File: src/rtl/bcc_pkg.sv
package bcc_pkg;
  localparam int NZONE  = 4;
  localparam int ZSEL_W = $clog2(NZONE);
  localparam int RIDX_W = $clog2(NZONE + 1);
  localparam int WAIT_W = 3;
  localparam int HOLD_W = 2;
  localparam int CFG_W  = WAIT_W + HOLD_W + 1;

  typedef struct packed {
    logic              fast;
    logic [HOLD_W-1:0] hold;
    logic [WAIT_W-1:0] wait_n;
  } zone_cfg_t;

  typedef enum logic [1:0] {
    TGT_ZONE = 2'd0,
    TGT_CREG = 2'd1,
    TGT_NONE = 2'd2
  } tgt_kind_t;

  localparam zone_cfg_t ZONE_RST = '{fast: 1'b0, hold: '1, wait_n: '1};
  localparam logic [7:0] GCFG_RST = 8'h07;
endpackage

File: src/rtl/bcc_decode.sv
module bcc_decode
  import bcc_pkg::*;
#(
  parameter int            AW        = 16,
  parameter logic [AW-1:0] CREG_BASE = 16'hFF00
) (
  input  logic [AW-1:0]     addr,
  output tgt_kind_t         kind,
  output logic [ZSEL_W-1:0] zone_idx,
  output logic [RIDX_W-1:0] reg_idx
);
  localparam int PAGE_LSB = RIDX_W + 1;

  always_comb begin
    kind     = TGT_NONE;
    zone_idx = '0;
    reg_idx  = '0;
    if (addr[AW-1:PAGE_LSB] == CREG_BASE[AW-1:PAGE_LSB]) begin
      if (!addr[0] && (addr[PAGE_LSB-1:1] <= RIDX_W'(NZONE))) begin
        kind    = TGT_CREG;
        reg_idx = addr[PAGE_LSB-1:1];
      end
    end else if (!addr[AW-1]) begin
      kind     = TGT_ZONE;
      zone_idx = addr[AW-2 -: ZSEL_W];
    end
  end
endmodule

File: src/rtl/bcc_regs.sv
module bcc_regs
  import bcc_pkg::*;
#(
  parameter int DW = 16
) (
  input  logic                  clk,
  input  logic                  rst_n,
  input  logic                  wr_en,
  input  logic [RIDX_W-1:0]     reg_idx,
  input  logic [CFG_W-1:0]      wdata,
  output logic                  ewr,
  output zone_cfg_t [NZONE-1:0] zone_cfg,
  output logic [DW-1:0]         rd_data
);
  logic ewr_q;

  always_ff @(posedge clk) begin
    if (!rst_n)
      ewr_q <= GCFG_RST[0];
    else if (wr_en && reg_idx == '0)
      ewr_q <= wdata[0];
  end

  for (genvar g = 0; g < NZONE; g++) begin : g_zone
    zone_cfg_t cfg_q;
    always_ff @(posedge clk) begin
      if (!rst_n)
        cfg_q <= ZONE_RST;
      else if (wr_en && reg_idx == RIDX_W'(g + 1))
        cfg_q <= zone_cfg_t'(wdata);
    end
    assign zone_cfg[g] = cfg_q;
  end

  assign ewr = ewr_q;

  always_comb begin
    if (reg_idx == '0)
      rd_data = DW'({GCFG_RST[7:1], ewr_q});
    else
      rd_data = DW'(zone_cfg[ZSEL_W'(reg_idx - RIDX_W'(1))]);
  end
endmodule

File: src/rtl/bcc_seq.sv
module bcc_seq #(
  parameter int CW = 4
) (
  input  logic          clk,
  input  logic          rst_n,
  input  logic          start,
  input  logic [CW-1:0] ld_wait,
  input  logic [CW-1:0] ld_core,
  input  logic [CW-1:0] ld_total,
  output logic          busy,
  output logic          last,
  output logic          in_wait,
  output logic          in_hold,
  output logic          sample
);
  logic          busy_q;
  logic [CW-1:0] cnt_q, wait_q, core_q, tot_q;

  assign last    = busy_q && (cnt_q == tot_q - CW'(1));
  assign in_wait = busy_q && (cnt_q != '0) && (cnt_q <= wait_q);
  assign in_hold = busy_q && (cnt_q >= core_q);
  assign sample  = busy_q && (cnt_q == core_q - CW'(1));
  assign busy    = busy_q;

  always_ff @(posedge clk) begin
    if (!rst_n) begin
      busy_q <= 1'b0;
      cnt_q  <= '0;
      wait_q <= '0;
      core_q <= '0;
      tot_q  <= '0;
    end else if (start) begin
      busy_q <= 1'b1;
      cnt_q  <= '0;
      wait_q <= ld_wait;
      core_q <= ld_core;
      tot_q  <= ld_total;
    end else if (busy_q) begin
      if (last)
        busy_q <= 1'b0;
      else
        cnt_q <= cnt_q + CW'(1);
    end
  end
endmodule

File: src/rtl/bcc_top.sv
module bcc_top
  import bcc_pkg::*;
#(
  parameter int            AW        = 16,
  parameter int            DW        = 16,
  parameter logic [AW-1:0] CREG_BASE = 16'hFF00
) (
  input  logic             clk,
  input  logic             rst_n,
  input  logic             cpu_req,
  input  logic             cpu_we,
  input  logic [AW-1:0]    cpu_addr,
  input  logic [DW-1:0]    cpu_wdata,
  output logic             cpu_rdy,
  output logic [DW-1:0]    cpu_rdata,
  output logic             cpu_err,
  output logic [NZONE-1:0] bus_sel,
  output logic [AW-1:0]    bus_addr,
  output logic             bus_rd,
  output logic             bus_wr,
  output logic [DW-1:0]    bus_wdata,
  output logic             bus_wait,
  output logic             bus_hold,
  input  logic [DW-1:0]    bus_rdata
);
  localparam int MAXT = 3 + (2 ** WAIT_W - 1) + (2 ** HOLD_W - 1);
  localparam int CW   = $clog2(MAXT + 1);

  tgt_kind_t             dec_kind, kind_q;
  logic [ZSEL_W-1:0]     dec_zone, zone_q;
  logic [RIDX_W-1:0]     dec_reg, reg_q;
  logic                  we_q;
  logic [AW-1:0]         addr_q;
  logic [DW-1:0]         wdata_q, rdata_q, reg_rd;
  zone_cfg_t [NZONE-1:0] zone_cfg;
  zone_cfg_t             zc;
  logic                  ewr, busy, last, in_wait, in_hold, sample, accept;
  logic [CW-1:0]         n_base, n_wait, n_hold, n_core, n_total;

  bcc_decode #(.AW(AW), .CREG_BASE(CREG_BASE)) u_dec (
    .addr(cpu_addr), .kind(dec_kind), .zone_idx(dec_zone), .reg_idx(dec_reg)
  );

  bcc_regs #(.DW(DW)) u_regs (
    .clk(clk), .rst_n(rst_n),
    .wr_en(last && we_q && kind_q == TGT_CREG),
    .reg_idx(reg_q), .wdata(wdata_q[CFG_W-1:0]),
    .ewr(ewr), .zone_cfg(zone_cfg), .rd_data(reg_rd)
  );

  assign accept = cpu_req && !busy;
  assign zc     = zone_cfg[dec_zone];

  always_comb begin
    n_wait = '0;
    n_hold = '0;
    case (dec_kind)
      TGT_CREG: n_base = CW'(1);
      TGT_ZONE: begin
        if (cpu_we) n_base = ewr ? CW'(3) : CW'(2);
        else        n_base = zc.fast ? CW'(1) : CW'(2);
        n_wait = CW'(zc.wait_n);
        n_hold = CW'(zc.hold);
      end
      default:  n_base = CW'(2);
    endcase
    n_core  = n_base + n_wait;
    n_total = n_core + n_hold;
  end

  bcc_seq #(.CW(CW)) u_seq (
    .clk(clk), .rst_n(rst_n), .start(accept),
    .ld_wait(n_wait), .ld_core(n_core), .ld_total(n_total),
    .busy(busy), .last(last), .in_wait(in_wait), .in_hold(in_hold),
    .sample(sample)
  );

  always_ff @(posedge clk) begin
    if (!rst_n) begin
      kind_q  <= TGT_NONE;
      zone_q  <= '0;
      reg_q   <= '0;
      we_q    <= 1'b0;
      addr_q  <= '0;
      wdata_q <= '0;
      rdata_q <= '0;
    end else begin
      if (accept) begin
        kind_q  <= dec_kind;
        zone_q  <= dec_zone;
        reg_q   <= dec_reg;
        we_q    <= cpu_we;
        addr_q  <= cpu_addr;
        wdata_q <= cpu_wdata;
      end
      if (sample && kind_q == TGT_ZONE && !we_q)
        rdata_q <= bus_rdata;
    end
  end

  logic zone_act;
  assign zone_act = busy && kind_q == TGT_ZONE;

  assign bus_sel   = zone_act ? (NZONE'(1) << zone_q) : '0;
  assign bus_addr  = addr_q;
  assign bus_rd    = zone_act && !we_q;
  assign bus_wr    = zone_act && we_q;
  assign bus_wdata = bus_wr ? wdata_q : '0;
  assign bus_wait  = zone_act && in_wait;
  assign bus_hold  = zone_act && in_hold;
  assign cpu_rdy   = last;
  assign cpu_err   = last && kind_q == TGT_NONE;

  always_comb begin
    cpu_rdata = '0;
    if (last && !we_q) begin
      case (kind_q)
        TGT_CREG: cpu_rdata = reg_rd;
        TGT_ZONE: cpu_rdata = in_hold ? rdata_q : bus_rdata;
        default:  cpu_rdata = '0;
      endcase
    end
  end
endmodule

File: config.mk
export PLATFORM = sky130hd
export DESIGN_NAME = bcc_top
export DESIGN_NICKNAME = d
export VERILOG_FILES = /design/src/rtl/bcc_pkg.sv /design/src/rtl/bcc_decode.sv /design/src/rtl/bcc_regs.sv /design/src/rtl/bcc_seq.sv /design/src/rtl/bcc_top.sv
export SDC_FILE = /design/constraint.sdc
export NUM_CORES = 1
export LEC_CHECK = 0
export CORE_MARGIN = 1.5
export CORE_UTILIZATION = 65
export CTS_BUF_LIST = sky130_fd_sc_hd__clkbuf_8
export DETAILED_ROUTE_END_ITERATION = 16
export DONT_BUFFER_PORTS = 1
export GPL_TIMING_DRIVEN = 0
export MAX_ROUTING_LAYER = met4
export PLACE_DENSITY = 0.81
export SLEW_MARGIN = 15
export SYNTH_ARGS = -nofsm -noshare
export SYNTH_HDL_FRONTEND = slang
export SYNTH_HIERARCHICAL = 1
export SYNTH_SLANG_ARGS = --single-unit
File: constraint.sdc
create_clock -name clk -period 4.45 [get_ports clk]
set_clock_uncertainty 0.15 [all_clocks]
set_input_delay 0.89 -clock clk [delete_from_list [all_inputs] [get_ports clk]]
set_output_delay 0.89 -clock clk [all_outputs]
set_load 0.005 [all_outputs]
==> impl_results.md, run 1 <==
* Crit-path cells: or3b_1 > or4_4 > nor2_1 > a21oi_1 > a21oi_1 > ha_1 > inv_1 > fa_1 > inv_1 > ha_1 > a21oi_1 > or2_2 > a21oi_1 > a31oi_1 > mux2i_1 > nor2b_1
* Final Hold Viols at 0
* Final period util at 93.5%
* Worst min-delay path class: register to register
* Synth Area in Compound Gates at 11.7%
* Die area at 9110 sq um
* HP Start: rdata_q[14]
* Die height at 95.4 microns
* CP max stage delay at 0.47 ns
* Slowest cell on crit path: fa_1
* Total Wirelength at 12800 microns
* Top delay family on crit path: simple AND/OR/NAND/NOR gates
* RSZ-0062 raised after global routing: false
* Yosys synthesis warning count at 6
* Post-Synth Simple-Gate Area at 24.9%
* Max Freq at 0.240 GHz
* Cell area power density at 289 nW/um^2
* Setup ws final at 0.287 ns
* CP Data Required Time at 4.55 ns
* Synthesized instance count at 652
* Register bit total from synthesis at 98
* Core area at 8260 sq um
* Final RePlAce weighted congestion at 0.821
* Most frequent cells in the layout: nand2_1, dfxtp_1, mux2i_1
* Initial Utilization at 67.2%
* First-pass GRT wire length at 20500 microns
* Rows at 33
* Multiplexer share of the synthesized area at 14.0%
* CTS Buffer Depth at 2
* Status: finished clean
* Antenna diode count at 0
* Main synth FF type: dfxtp_1
* Detailed placement HPWL at 9610 microns
* Worst skew pair latency at 0.37 ns
* Vias per cell at 5.81
* FF-to-FF Start: u_regs/zone_cfg[23]
* Stages on the worst setup path at 16
* Final setup fails at 0
* CTS tree: done
* GRT Overall Usage at 30.0%
* Main combinational cell family by area after synthesis: simple AND/OR/NAND/NOR gates
* Drt wl/cell at 16.4 microns
* Fin crit period at 4.16 ns
* Crit-path max FO at 6
* PortBufs at 0
* Post-synthesis sequential area ratio at 35.3%
* Post-Layout Inst Area at 5890 sq um
* Worst slew margin at 66.4%
* VDD IR max at 184 uV
* Root buffer cell: clkbuf_8
* Vias in the first global route at 4182
* Vias at 4542
* Yosys top cell by area: dfxtp_1
* I/O pins at 110
* Synth Area in Adders at 5.23%
* Post-CTS setup buffer count at 0
* CTS-repair resized insts at 0
* Placed instance area at 5720 sq um
* Crit. End Element: register
* Residual DRC at 0
* Final Max Tran Viols at 0
* Cell mode on critical path: a21oi_1
* Max-Cap Viols at 0
* Total gr overflow at 0
* Commonest non-fill, non-tap cell in the layout: nand2_1
* CP startpoint: cpu_addr[0]
* Initial antenna violation count at 0
* First-pass DRT Iterations at 5
* Synth area leaders: dfxtp_1, nand2_1, mux2i_1
* Die X at 95.4 microns
* DRT iter0 DRCs at 239
* Reg-to-Reg End: u_seq/tot_q[3]
* Yosys top cell area share at 35.3%
* Worst Setup EP: u_seq/tot_q[3]
* Final #Nets at 746
* DP Worst Slack at -0.0512 ns
* Proportion of layout cells with a drive suffix above 1 at 7.98%
* CTS sink count at 98
* Clock-pin slew on the worst setup and hold paths at 0.09 ns
* Number of distinct library cells after synthesis at 56
* Post-synth EDFFs at 0
* P&R area growth vs syn at 6.06%
* Antenna-violating nets left at 0
* Largest net degree at the start of global routing at 17
* Synth async-reset ratio at 0%
* Crit path kind: input pin to register
* Reg2reg setup slack at 1.30 ns
* Synth Area in XOR/XNOR at 2.88%
* Transition time of the tightest slew-check pin at 0.504 ns
* Syn_area_per_cell at 8.52 sq um
* Crit path buf inv count at 2
* Total CTS buffers at 9
* Mapped Area at 5550 sq um
* CP arrival at 4.27 ns
* Cell leakage power at 2.45 nW
* Max H-tree Level at 3
* Worst reg-to-reg path cell count at 14
* CTS Hold Bufs at 0
* Critical path launch point type: input pin
## flip-flops by register name (all words and copies together) (netlist names), 2 cells and up
signal	cells
u_seq/tot_q	4
u_seq/core_q	4
kind_q	2
u_seq/wait_q	4
bus_addr	16
rdata_q	16
zone_q	2
u_seq/cnt_q	4
u_regs/zone_cfg	24
reg_q	3
wdata_q	16
## kinds of logic after synthesis
| group | after synthesis |
|---|---|
| mux | 62 |
| other cells | 2 |
| flops | 98 |
| xor+xnor | 15 |
| buf+inv | 70 |
| simple gates | 289 |
| fa+ha+maj | 22 |
| compound gates | 94 |
## through the flow
stage	hold slack [ns]	util [%]	power (mW)	cells	setup TNS [ns]
floorplan	0.281	-	1.15	661	0
global placement	0.288	69.2	1.19	766	0
detailed placement	0.298	69.2	1.20	766	-0.0512
CTS	0.312	71.3	1.71	782	0
global route	0.328	71.3	1.78	782	0
finish	0.311	71.3	1.70	782	0
## per-layer routing
| metal | global-route usage (%) | part of all wire [%] | up-vias |
|---|---|---|---|
| met5 | - | 0 | - |
| met4 | 10.5 | 2.0 | 0 |
| met3 | 4.39 | 5.9 | 24 |
| met2 | 48.6 | 48 | 142 |
| met1 | 38.2 | 45 | 2161 |
| li1 | - | - | 2215 |
## cells in the mapped netlist (all sizes together) (2+ instances only)
cell    count
conb        2
nand3b      5
mux2        2
clkbuf     30
mux4       10
dfxtp      98
or3b        3
nor2       45
nand3       8
nor3        5
or3         2
or2         4
xnor2       8
and3       24
fa          2
and2        4
a21oi      23
nand2b      4
ha         20
a21boi     57
a31oi       2
nor3b       4
nor2b      23
nand2     150
nand4       2
o21ai       5
buf        19
xor2        6
inv        21
a21o        2
mux2i      50
o21a        3
## final cells by class
class	count	area [sq um]
clock buffer	9	124
fill	667	2370
sequential	98	1960
buffer	49	246
tap	105	131
multi-input combinational	493	3300
inverter	21	78.8
clock inverter	7	47.5
## worst min-delay path, cell delays in order (launching register included)
cell and delay [ns]:
dfxtp_1 0.32, nand2_1 0.05, a21boi_1 0.05
## worst min-delay path by stage
stage / cells past startpoint / to
final: 2 / rdata_q[14]
after global placement: 2 / wdata_q[15]
after global routing: 2 / rdata_q[9]
after CTS: 2 / rdata_q[12]
after floorplan: 2 / wdata_q[15]
after detailed placement: 2 / rdata_q[12]
## power by group
group / switching (mW) / internal [mW] / total (mW)
registers: 0.0327 / 0.907 / 0.940
clock network: 0.315 / 0.202 / 0.518
logic: 0.135 / 0.112 / 0.247
(Power assumes the default switching activity.)
==> run 2: changes to the inputs <==
==> constraint.sdc (replaced) <==
create_clock -name clk -period 4.4 [get_ports clk]
set_clock_uncertainty 0.15 [all_clocks]
set_input_delay 1.1 -clock clk [delete_from_list [all_inputs] [get_ports clk]]
set_output_delay 1.1 -clock clk [all_outputs]
set_load 0.005 [all_outputs]
==> run 2 against run 1 <==
  * Critical path depth unchanged
  * First-iteration DRC count decreased by 21%
  * Count of clock-buffer cells in the layout increased by 1
  * Largest power group unchanged
  * Setup slack got worse by 0.15 ns
  * Cell count unchanged
  * Sequential power increased by 1%
  * Non-clock buffer count unchanged
  * Critical endpoint unchanged
  * Combinational power increased by 2%
  * Worst hold slack got worse by 0.00096 ns
==> impl_results.md, run 2 (synthesis results as in run 1) <==
* Status: finished clean
* First-pass DRT Iterations at 5
* Largest net degree at the start of global routing at 18
* Crit. End Element: register
* GRT Overall Usage at 29.5%
* P_int at 1.37 mW
* Max Freq at 0.234 GHz
* CTS Hold Bufs at 0
* Core area at 8260 sq um
* Max FFs per register at 24
* Most frequent cells in the layout: nand2_1, dfxtp_1, mux2i_1
* Post-route non-filler standard cell count at 782
* Reg-to-Reg End: u_seq/tot_q[3]
* Clock-pin slew on the worst setup and hold paths at 0.09 ns
* Post-CTS setup buffer count at 0
* CTS Buffer Depth at 2
* Detailed placement HPWL at 9510 microns
* Vias in the first global route at 4202
* Antenna-violating nets left at 0
* Initial Utilization at 67.2%
* CP Data Required Time at 4.51 ns
* HP Start: rdata_q[7]
* Final #Nets at 746
* DRT iter0 DRCs at 190
* Seq pwr share at 50.9%
* Max H-tree Level at 3
* Placed instance area at 5720 sq um
* Final Hold Viols at 0
* Vias per cell at 5.74
* Initial antenna violation count at 0
* Antenna diode count at 0
* Die X at 95.4 microns
* Clock network fraction of total power at 35.6%
* Final setup fails at 0
* Sw frac at 26.4%
* I/O pins at 110
* VDD IR max at 178 uV
* FF-to-FF Start: u_regs/zone_cfg[17]
* CP arrival at 4.38 ns
* Worst skew pair latency at 0.36 ns
* PortBufs at 0
* Cell area power density at 312 nW/um^2
* Crit path kind: input pin to register
* Final period util at 96.9%
* RSZ-0062 raised after global routing: false
* First-pass GRT wire length at 20100 microns
* Die area at 9110 sq um
* Reg2reg setup slack at 1.29 ns
* Drt wl/cell at 16.1 microns
* Total CTS buffers at 9
* Vias at 4487
* Total Wirelength at 12600 microns
* Worst reg-to-reg path cell count at 14
* Worst slew margin at 65.9%
* Max-Cap Viols at 0
* Worst hold stages at 2
* Die height at 95.4 microns
* Power share of the combinational group at 13.4%
* Hold EP: rdata_q[7]
* P_sw at 492 uW
* Transition time of the tightest slew-check pin at 0.510 ns
* Rows at 33
* Placed Cells at 766
* Critical path launch point type: input pin
* Total gr overflow at 0
* CTS tree: done
* Post-Layout Inst Area at 5970 sq um
* Final Max Tran Viols at 0
* P&R area growth vs syn at 7.57%
* Root buffer cell: clkbuf_8
* CTS sink count at 98
* Final RePlAce weighted congestion at 0.851
* Worst min-delay path class: register to register
* Proportion of layout cells with a drive suffix above 1 at 8.86%
* Commonest non-fill, non-tap cell in the layout: nand2_1
* Residual DRC at 0
* Cell leakage power at 2.48 nW
* Fin crit period at 4.26 ns
* Crit-path max FO at 7
## run 2: changes by cell type in the layout (fill, tap and decap cells not counted)
| cell | before | now |
|---|---|---|
| a21oi_1 | 23 | 22 |
| clkinvlp_4 | 3 | 1 |
| o21a_1 | 3 | 2 |
| nor2_4 | 0 | 1 |
| nor2_1 | 43 | 41 |
| bufinv_16 | 0 | 2 |
| o21a_4 | 0 | 1 |
| nor2_2 | 2 | 3 |
| clkbuf_8 | 9 | 10 |
| a21oi_2 | 0 | 1 |
| inv_1 | 22 | 20 |
| inv_8 | 0 | 1 |
## run 2: power groups by stage
stage	clock network, mW	registers [mW]	logic [mW]
floorplan	0	0.960	0.203
global placement	0	0.969	0.238
detailed placement	0	0.971	0.247
CTS	0.676	0.951	0.249
global route	0.717	0.955	0.279
finish	0.665	0.951	0.251
## run 2: metal layers
metal / wire length [microns] / GRT usage, % / vias to the layer above
met5: 0 / - / -
met4: 149 / 9.44 / 0
met3: 924 / 5.42 / 15
met2: 6180 / 48.6 / 141
met1: 5370 / 36.7 / 2127
li1: - / - / 2204
## run 2: how the worst max path moves through the flow
stage,end,depth (start not counted),slack [ns],startpoint
finish,u_seq/tot_q[3],16,0.14,cpu_addr[0]
floorplan,u_seq/tot_q[3],16,0.03,cpu_addr[0]
CTS,u_seq/tot_q[3],16,0.06,cpu_addr[0]
global route,u_seq/tot_q[3],16,0.03,cpu_addr[0]
detailed placement,u_seq/tot_q[3],16,-0.44,cpu_addr[0]
global placement,u_seq/tot_q[3],16,-0.39,cpu_addr[0]
## run 2: per-stage QoR
stage / setup WS [ns] / setup TNS [ns] / power, mW / hold slack (ns) / utilization (%)
3_3_place_gp: -0.388 / -0.539 / 1.21 / 0.288 / 69.3
5_1_grt: 0.0285 / 0 / 1.95 / 0.329 / 72.3
3_5_place_dp: -0.438 / -0.701 / 1.22 / 0.297 / 69.3
2_1_floorplan: 0.0259 / 0 / 1.16 / 0.281 / -
6_report: 0.135 / 0 / 1.87 / 0.310 / 72.3
4_1_cts: 0.0628 / 0 / 1.88 / 0.310 / 72.1
## run 2: cell type report
type                    count  area (sq um)
plain buffers              49           246
clock buffers              10           138
clock inverters             6          96.3
fillers                   649          2280
inverters                  21          78.8
multi-input cells         493          3320
flip-flops and latches     98          1960
well taps                 105           131
## run 2: repair_timing
action,4_1_cts,5_1_grt
hold endpoints to repair,0,0
setup endpoints to repair,1,1
gates resized for setup,1,4
## run 2: worst max-delay path, cell delays in order
cell	delay, ns
or3b_1	0.36
or4_4	0.48
o21a_4	0.28
nor2_2	0.13
and2_1	0.19
ha_1	0.19
inv_1	0.06
fa_1	0.47
inv_1	0.08
ha_1	0.30
a21oi_2	0.07
or2_2	0.27
a21oi_1	0.14
a31oi_1	0.05
mux2i_1	0.14
nor2b_1	0.06
==> run 3: changes to the inputs <==
--- a/config.mk
+++ b/config.mk
@@ -6,13 +6,13 @@
 export NUM_CORES = 1
 export LEC_CHECK = 0
 export CORE_MARGIN = 1.5
-export CORE_UTILIZATION = 65
+export CORE_UTILIZATION = 59
 export CTS_BUF_LIST = sky130_fd_sc_hd__clkbuf_8
 export DETAILED_ROUTE_END_ITERATION = 16
 export DONT_BUFFER_PORTS = 1
 export GPL_TIMING_DRIVEN = 0
 export MAX_ROUTING_LAYER = met4
-export PLACE_DENSITY = 0.81
+export PLACE_DENSITY = 0.75
 export SLEW_MARGIN = 15
 export SYNTH_ARGS = -nofsm -noshare
 export SYNTH_HDL_FRONTEND = slang
==> run 3 against run 2 <==
  * Non-clock buffer count shrank 1
  * Total power shrank 1.9%
  * Via count shrank 1.1%
  * Critical endpoint unchanged
==> impl_results.md, run 3 (synthesis results as in run 1) <==
* Total Wirelength at 13100 microns
* Drt wl/cell at 16.6 microns
* Transition time of the tightest slew-check pin at 0.724 ns
* Post-Layout Inst Area at 5960 sq um
* Initial antenna violation count at 0
* Commonest non-fill, non-tap cell in the layout: nand2_1
* Final Max Tran Viols at 0
* Initial Utilization at 60.4%
* Max Freq at 0.238 GHz
* Crit path kind: input pin to register
* Worst skew pair latency at 0.37 ns
* Clock-pin slew on the worst setup and hold paths at 0.11 ns
* Final #Nets at 745
* Status: finished clean
* Setup ws final at 0.194 ns
* Max-Cap Viols at 0
* Final period util at 95.6%
* Largest net degree at the start of global routing at 20
* Final setup fails at 0
* Vias in the first global route at 4343
* Die area at 10000 sq um
* Total gr overflow at 0
* DP Worst Slack at -0.423 ns
* Final RePlAce weighted congestion at 0.870
* Proportion of layout cells with a drive suffix above 1 at 8.73%
* Placed instance area at 5730 sq um
* P&R area growth vs syn at 7.35%
* Most frequent cells in the layout: nand2_1, dfxtp_1, mux2i_1
* Rows at 35
* Cell area power density at 307 nW/um^2
* Antenna diode count at 0
* Die height at 100 microns
* Antenna-violating nets left at 0
* RSZ-0062 raised after global routing: false
* Vias at 4439
* GRT Overall Usage at 27.1%
* DRT iter0 DRCs at 218
* Worst min-delay path class: register to register
* Root buffer cell: clkbuf_8
* Residual DRC at 0
* Vias per cell at 5.64
* Max FFs per register at 24
* Critical path launch point type: input pin
* I/O pins at 110
* Total CTS buffers at 9
* Max H-tree Level at 3
* Worst slew margin at 51.7%
* CTS Buffer Depth at 2
* Die X at 100 microns
* CP arrival at 4.32 ns
* First-pass DRT Iterations at 4
* First-pass GRT wire length at 20800 microns
* PortBufs at 0
* Crit-path max FO at 7
* Post-CTS setup buffer count at 0
* Detailed placement HPWL at 9790 microns
* Fin crit period at 4.21 ns
* CTS sink count at 98
* VDD IR max at 174 uV
* CTS tree: done
* Cell leakage power at 2.48 nW
* Core area at 9200 sq um
* Crit. End Element: register
* Final Hold Viols at 0
* CP Data Required Time at 4.51 ns
run 3: power breakdown:
group | internal, mW | total [mW] | switching, mW
Sequential | 0.918 | 0.950 | 0.0329
Clock | 0.279 | 0.628 | 0.349
Combinational | 0.114 | 0.253 | 0.139
run 3: worst max-delay path: stages:
cell and delay (ns):
or3b_1 0.35, or4_4 0.48, o21a_4 0.28, nor2_4 0.11
and2_1 0.18, ha_1 0.17, inv_1 0.05, fa_1 0.47
inv_1 0.08, ha_1 0.28, a21oi_1 0.09, or2_2 0.28
a21oi_1 0.14, a31oi_1 0.05, mux2i_1 0.15, nor2b_1 0.06
run 3: layout make-up:
class | count | area [sq um]
Buffer | 48 | 243
Clock buffer | 9 | 124
Clock inverter | 7 | 92.6
Fill cell | 785 | 3240
Inverter | 21 | 78.8
Multi-Input combinational cell | 493 | 3320
Sequential cell | 98 | 1960
Tap cell | 111 | 139
run 3: worst paths after layout:
path / start / endpoint / slack, ns / depth (start not counted)
max: cpu_addr[0] / u_seq/tot_q[3] / 0.19 / 16
min: wdata_q[15] / wdata_q[15] / 0.31 / 2
max reg2reg: u_regs/zone_cfg[17] / u_seq/tot_q[3] / 1.21 / 14
min reg2reg: wdata_q[15] / wdata_q[15] / 0.31 / 2
run 3: stage by stage:
| step | hold slack, ns | total power [mW] | instances | util (%) | TNS, ns |
|---|---|---|---|---|---|
| 2_1_floorplan | 0.281 | 1.16 | 661 | - | 0 |
| 3_5_place_dp | 0.292 | 1.22 | 772 | 62.3 | -0.644 |
| 3_3_place_gp | 0.289 | 1.21 | 772 | 62.3 | -0.487 |
| 6_report | 0.310 | 1.83 | 787 | 64.8 | 0 |
| 5_1_grt | 0.323 | 1.91 | 787 | 64.8 | 0 |
| 4_1_cts | 0.308 | 1.84 | 788 | 64.7 | 0 |
run 3: per-layer routing:
layer	wire length, microns	vias up	track usage (%)
li1	-	2204	-
met1	5740	2096	33.1
met2	6410	124	46.8
met3	753	15	5.01
met4	169	0	6.07
met5	0	-	-
run 3: what timing repair did:
item | 4_1_cts | 5_1_grt
gates resized for setup | 1 | 4
hold buffers | 0 | 0
setup endpoints to repair | 1 | 11
